<file path="config.mk">
export PLATFORM = sky130hd
export DESIGN_NAME = pageWalker
export DESIGN_NICKNAME = d
export VERILOG_FILES = /design/src/rtl/pageWalkerPkg.sv /design/src/rtl/walkCtrl.sv /design/src/rtl/walkDatapath.sv /design/src/rtl/pageWalker.sv
export SDC_FILE = /design/constraint.sdc
export NUM_CORES = 1
export LEC_CHECK = 0
export CORE_AREA = 2 2 143 145
export DETAILED_ROUTE_END_ITERATION = 6
export DIE_AREA = 0 0 145 147
export PLACE_DENSITY = 0.65
export SLEW_MARGIN = 20
export SYNTH_ARGS = -nofsm -noshare
export SYNTH_HDL_FRONTEND = slang
export SYNTH_SLANG_ARGS = --single-unit
export TNS_END_PERCENT = 50
</file>
<file path="constraint.sdc">
create_clock -name clk -period 2 [get_ports clk]
set_input_delay 0.4 -clock clk [delete_from_list [all_inputs] [get_ports clk]]
set_output_delay 0.4 -clock clk [all_outputs]
set_load 0.03 [all_outputs]
</file>
<file path="src/rtl/pageWalkerPkg.sv">
package pageWalkerPkg;
  localparam int ADDR_W     = 32;
  localparam int ENTRY_W    = 32;
  localparam int OFFSET_W   = 12;
  localparam int IDX_W      = 10;
  localparam int WORD_SHIFT = 2;
  localparam int BASE_W     = ADDR_W - OFFSET_W;

  localparam int PRESENT_BIT  = 0;
  localparam int ACCESSED_BIT = 5;
  localparam int DIRTY_BIT    = 6;

  localparam logic [ENTRY_W-1:0] ACC_MASK   = ENTRY_W'(1) << ACCESSED_BIT;
  localparam logic [ENTRY_W-1:0] DIRTY_MASK = ENTRY_W'(1) << DIRTY_BIT;

  typedef enum logic [2:0] {
    ST_IDLE, ST_READ_DIR, ST_UPD_DIR, ST_READ_TBL, ST_UPD_TBL, ST_DONE, ST_FAULT
  } walkState_e;

  typedef struct packed {
    logic latchReq;
    logic capDir;
    logic capTbl;
    logic selTbl;
  } walkStrobe_t;

  typedef struct packed {
    logic present;
    logic needUpd;
  } entryStat_t;
endpackage

</file>
<file path="src/rtl/walkCtrl.sv">
module walkCtrl
  import pageWalkerPkg::*;
(
  input  logic        clk,
  input  logic        rstN,
  input  logic        reqValid,
  input  logic        memReady,
  input  entryStat_t  stat,
  output walkStrobe_t strobe,
  output logic        reqReady,
  output logic        memReq,
  output logic        memWrite,
  output logic        doneValid,
  output logic        faultValid,
  output logic        faultLevel
);
  walkState_e state, nextState;
  logic levelReg;

  always_ff @(posedge clk or negedge rstN) begin
    if (!rstN) begin
      state    <= ST_IDLE;
      levelReg <= 1'b0;
    end else begin
      state <= nextState;
      if (state == ST_READ_DIR && memReady) levelReg <= 1'b0;
      else if (state == ST_READ_TBL && memReady) levelReg <= 1'b1;
    end
  end

  always_comb begin
    nextState = state;
    unique case (state)
      ST_IDLE:     if (reqValid) nextState = ST_READ_DIR;
      ST_READ_DIR: if (memReady) begin
                     if (!stat.present)     nextState = ST_FAULT;
                     else if (stat.needUpd) nextState = ST_UPD_DIR;
                     else                   nextState = ST_READ_TBL;
                   end
      ST_UPD_DIR:  if (memReady) nextState = ST_READ_TBL;
      ST_READ_TBL: if (memReady) begin
                     if (!stat.present)     nextState = ST_FAULT;
                     else if (stat.needUpd) nextState = ST_UPD_TBL;
                     else                   nextState = ST_DONE;
                   end
      ST_UPD_TBL:  if (memReady) nextState = ST_DONE;
      ST_DONE:     nextState = ST_IDLE;
      ST_FAULT:    nextState = ST_IDLE;
      default:     nextState = ST_IDLE;
    endcase
  end

  always_comb begin
    strobe.latchReq = (state == ST_IDLE) && reqValid;
    strobe.capDir   = (state == ST_READ_DIR) && memReady;
    strobe.capTbl   = (state == ST_READ_TBL) && memReady;
    strobe.selTbl   = (state == ST_READ_TBL) || (state == ST_UPD_TBL);
  end

  assign reqReady   = (state == ST_IDLE);
  assign memWrite   = (state == ST_UPD_DIR) || (state == ST_UPD_TBL);
  assign memReq     = memWrite || (state == ST_READ_DIR) || (state == ST_READ_TBL);
  assign doneValid  = (state == ST_DONE);
  assign faultValid = (state == ST_FAULT);
  assign faultLevel = levelReg;
endmodule

</file>
<file path="src/rtl/walkDatapath.sv">
module walkDatapath
  import pageWalkerPkg::*;
(
  input  logic               clk,
  input  logic               rstN,
  input  walkStrobe_t        strobe,
  input  logic [ADDR_W-1:0]  reqLinAddr,
  input  logic               reqWrite,
  input  logic [ADDR_W-1:0]  dirBase,
  input  logic [ENTRY_W-1:0] memRdata,
  output logic [ADDR_W-1:0]  memAddr,
  output logic [ENTRY_W-1:0] memWdata,
  output entryStat_t         stat,
  output logic [ADDR_W-1:0]  physAddr
);
  logic [ADDR_W-1:0]  linReg;
  logic               wrReg;
  logic [BASE_W-1:0]  dirBaseReg;
  logic [ENTRY_W-1:0] dirEntry, tblEntry;
  logic [IDX_W-1:0]   dirIdx, tblIdx;
  logic [ENTRY_W-1:0] dirMask, tblMask, curMask;

  always_ff @(posedge clk or negedge rstN) begin
    if (!rstN) begin
      linReg     <= '0;
      wrReg      <= 1'b0;
      dirBaseReg <= '0;
      dirEntry   <= '0;
      tblEntry   <= '0;
    end else begin
      if (strobe.latchReq) begin
        linReg     <= reqLinAddr;
        wrReg      <= reqWrite;
        dirBaseReg <= dirBase[ADDR_W-1 -: BASE_W];
      end
      if (strobe.capDir) dirEntry <= memRdata;
      if (strobe.capTbl) tblEntry <= memRdata;
    end
  end

  assign dirIdx = linReg[ADDR_W-1 -: IDX_W];
  assign tblIdx = linReg[OFFSET_W +: IDX_W];

  // Status bits each level must carry once the walk passes it.
  assign dirMask = ACC_MASK;
  assign tblMask = ACC_MASK | (wrReg ? DIRTY_MASK : '0);
  assign curMask = strobe.selTbl ? tblMask : dirMask;

  assign memAddr  = strobe.selTbl
                  ? {dirEntry[ENTRY_W-1 -: BASE_W], tblIdx, {WORD_SHIFT{1'b0}}}
                  : {dirBaseReg, dirIdx, {WORD_SHIFT{1'b0}}};
  assign memWdata = strobe.selTbl ? (tblEntry | tblMask) : (dirEntry | dirMask);

  assign stat.present = memRdata[PRESENT_BIT];
  assign stat.needUpd = ((memRdata | curMask) != memRdata);

  assign physAddr = {tblEntry[ENTRY_W-1 -: BASE_W], linReg[OFFSET_W-1:0]};
endmodule

</file>
<file path="src/rtl/pageWalker.sv">
module pageWalker
  import pageWalkerPkg::*;
(
  input  logic               clk,
  input  logic               rstN,
  input  logic               reqValid,
  input  logic [ADDR_W-1:0]  reqLinAddr,
  input  logic               reqWrite,
  input  logic [ADDR_W-1:0]  dirBase,
  output logic               reqReady,
  output logic               memReq,
  output logic               memWrite,
  output logic [ADDR_W-1:0]  memAddr,
  output logic [ENTRY_W-1:0] memWdata,
  input  logic [ENTRY_W-1:0] memRdata,
  input  logic               memReady,
  output logic               doneValid,
  output logic [ADDR_W-1:0]  physAddr,
  output logic               faultValid,
  output logic               faultLevel
);
  walkStrobe_t strobe;
  entryStat_t  stat;

  walkCtrl u_ctrl (
    .clk(clk), .rstN(rstN), .reqValid(reqValid), .memReady(memReady),
    .stat(stat), .strobe(strobe), .reqReady(reqReady), .memReq(memReq),
    .memWrite(memWrite), .doneValid(doneValid), .faultValid(faultValid),
    .faultLevel(faultLevel)
  );

  walkDatapath u_dp (
    .clk(clk), .rstN(rstN), .strobe(strobe), .reqLinAddr(reqLinAddr),
    .reqWrite(reqWrite), .dirBase(dirBase), .memRdata(memRdata),
    .memAddr(memAddr), .memWdata(memWdata), .stat(stat), .physAddr(physAddr)
  );
endmodule

</file>
==> results.py <==
metrics = {
    "flow_run": {
        "drv_cap": 0,
    },
    "timing": {
        "fin_skew_ns": 0.00815,
        "setup_viol": 65,
        "min_period_over_period_pct": 128,
        "fin_ws_ns": -0.557,
        "whs_ns": 0.0818,
        "timing_hold_violations_final": 0,
        "maxSlewViolCount": 0,
        "rsz0062_at_grt": "yes",
        "layout_min_cycle_time_ns": 2.56,
        "worst_slew_pin_slew_ns": 0.656,
        "slew_headroom_pct": 56.2,
        "fmax_ghz": 0.391,
    },
    "power": {
        "p_int_mw": 11.0,
        "total_power_mw": 18.3,
        "comb_power_share_pct": 58.8,
        "p_per_area_nw_per_um2": 2190,
        "vdd_drop_max_mv": 0.901,
        "pwr-share-clk_pct": 17.0,
        "p_sw_mw": 7.29,
        "p_leak_nw": 3.63,
        "seqPwrFrac_pct": 24.2,
        "power.share.switching_pct": 39.9,
    },
    "synth": {
        "ys_warn_count": 0,
        "syn_area_per_cell_um2": 15.2,
        "syn_area_um2": 5860,
        "ys_seq_area_share_pct": 50.8,
        "syn_inst": 387,
        "async_flop_share_pct": 100,
        "synth_enable_flop_cells": 0,
        "yosys_most_used_dff": "dfrtp_1",
        "synth_cell_type_count": 29,
        "ys_seq_elements": 119,
    },
    "critical_path": {
        "crit_type": "reg -> out",
        "cp_max_fo": 8,
        "arrival_ns": 2.16,
        "slowest_stage": "or3b_4",
        "critical_path.top_delay_family": "buffers and inverters",
        "critPathBufInv": 4,
        "critical_path.max_stage_delay_ns": 0.41,
        "crit_required_ns": 1.60,
        "endpoint_kind": "primary output",
        "cp-start-kind": "flip-flop",
        "crit_chain": "or3b_4 -> o21ai_4 -> buf_12 -> buf_16 -> buf_6 -> mux2_4 -> buf_6",
        "path_common_cell": "buf_6",
    },
    "clocking": {
        "numClockSinks": 119,
        "postCtsHoldBufs": 0,
        "clk_pin_slew_ns": 0.05,
        "numCtsBuffers": 17,
        "clkLatencyLatePin_ns": 0.41,
        "cts-root-buf": "clkbuf_16",
        "clock_path_buffers": 2,
        "cts_tree": "built",
        "htreeDepth": 4,
    },
    "grt": {
        "gr-total-overflow": 0,
        "grt_usage_pct": 12.8,
        "antenna_found_initial": 0,
        "grt_pass1_wl_um": 21400,
        "grt_pass1_vias": 3995,
        "grt_max_degree": 120,
    },
    "routing": {
        "via_per_inst": 4.35,
        "ant_nets": 0,
        "drc": 0,
        "wire_per_inst_um": 16.6,
        "first_iter_violations": 81,
        "drt_first_pass_iters": 4,
        "vias": 3662,
        "totalWireLength_um": 14000,
    },
    "floorplanning": {
        "die_h_um": 147,
        "io_pins": 203,
        "core_area_um2": 19800,
        "initial_core_util_pct": 29.6,
        "dieArea_um2": 21300,
        "row_count": 52,
        "die_w_um": 145,
    },
    "status": {
        "status": "complete, but fails checks",
        "failed_checks": "negative setup slack",
    },
    "place": {
        "placed_cells": 802,
        "gp_congestion": 0.711,
        "pre_cts_slack_ns": -0.490,
        "port_buffers": 187,
        "dp_hpwl_um": 9290,
    },
    "cells_and_area": {
        "syn_to_final_growth_pct": 42.3,
        "antenna_cells": 0,
        "fin_cells": 842,
        "layout-drive-gt1-share_pct": 52.1,
        "final_nets": 660,
        "final_common_cell": "clkdlybuf4s50_1",
        "layout_common_cells": "120 x clkdlybuf4s50_1, 119 x dfrtp_1, 115 x mux2_2, 60 x mux2_4, 51 x buf_2",
    },
    "min_path": {
        "min_path_type": "in -> async",
    },
}
-- synth_stat cells (2+ instances only) --
cell type,count,area (um2)
dfrtp_1,119,2980
mux2_2,117,1320
mux2_4,58,871
buf_4,40,300
nor2_1,9,33.8
buf_2,8,40.0
buf_12,6,120
inv_1,3,11.3
o21ai_0,3,15.0
a21oi_1,2,10.0
conb_1,2,7.51
nand2_1,2,7.51
nor3b_1,2,15.0
-- cells by family (layout without fill, tap and decap cells) --
group                  after synthesis  in the layout  share of synthesized area, %
flip-flops                         119            119                          50.8
buffers and inverters               59            243                          8.30
XOR/XNOR                             1              1                         0.149
AND/OR/NAND/NOR                     20             20                          1.86
other                                2              3                         0.128
multiplexers                       176            176                          37.5
AO/OA/AOI/OAI                       10             10                          1.30
-- state kept, by name, indices dropped and copies added (netlist names) --
register	flops
u_ctrl.state	3
u_dp.linReg	32
u_dp.wrReg	1
u_dp.dirBaseReg	20
u_dp.tblEntry	31
u_ctrl.faultLevel	1
u_dp.dirEntry	31
-- per-layer routing --
layer | share of wire, % | global-route usage, %
met5 | 0 | 0
met3 | 7.0 | 5.96
met2 | 51 | 22.3
met1 | 41 | 14.1
met4 | 0.93 | 3.56
-- worst reg2reg max path, cell delays in order, from the launching register on --
cell and delay, ns:
dfrtp_1 0.38, buf_4 0.13, buf_4 0.12, buf_4 0.18, nor3_2 0.18, and2_2 0.24, buf_12 0.23, mux2_2 0.39
-- final cells by class --
class | instances | area, um2
clock buffers | 24 | 482
clock inverters | 8 | 120
fillers | 1871 | 11500
inverters | 3 | 11.3
multi-input cells | 210 | 2430
flip-flops and latches | 119 | 2980
well taps | 270 | 338
repair buffers | 208 | 1990
-- power by group through the flow --
stage	logic (mW)	registers (mW)	clock network, mW
2_1_floorplan	8.07	4.24	0
3_3_place_gp	10.9	4.37	0
3_5_place_dp	11.1	4.48	0
4_1_cts	10.9	4.44	3.20
5_1_grt	11.3	4.59	3.32
6_report	10.7	4.42	3.10
-- worst paths after layout --
check	from	endpoint	slack, ns	cells past startpoint
setup / recovery	u_ctrl.state[1]$_DFFE_PN0P_	memAddr[5]	-0.56	7
hold / removal	rstN	u_dp.tblEntry[8]$_DFFE_PN0P_	0.08	2
setup reg to reg	u_ctrl.state[1]$_DFFE_PN0P_	u_dp.linReg[21]$_DFFE_PN0P_	0.04	7
hold reg to reg	u_dp.dirBaseReg[13]$_DFFE_PN0P_	u_dp.dirBaseReg[13]$_DFFE_PN0P_	0.51	1
max in group asynchronous	rstN	u_dp.tblEntry[29]$_DFFE_PN0P_	1.42	2
min in group clk	u_dp.dirBaseReg[13]$_DFFE_PN0P_	u_dp.dirBaseReg[13]$_DFFE_PN0P_	0.51	1
-- metrics by stage --
stage / area, um2 / utilization (%) / setup TNS [ns]
after global routing: 8340 / 42.0 / -38.58
after global placement: 7810 / 39.4 / -24.42
final: 8340 / 42.0 / -31.81
after CTS: 8500 / 42.8 / -36.66
after detailed placement: 7810 / 39.4 / -25.85
after floorplan: 5880 / - / -1.68
-- what timing repair did --
action | CTS | global route
gates cloned | 0 | 4
setup buffers | 0 | 4
setup endpoints to repair | 66 | 66
pin swaps | 0 | 2
gates resized for setup | 188 | 126
(Power assumes the default switching activity.)
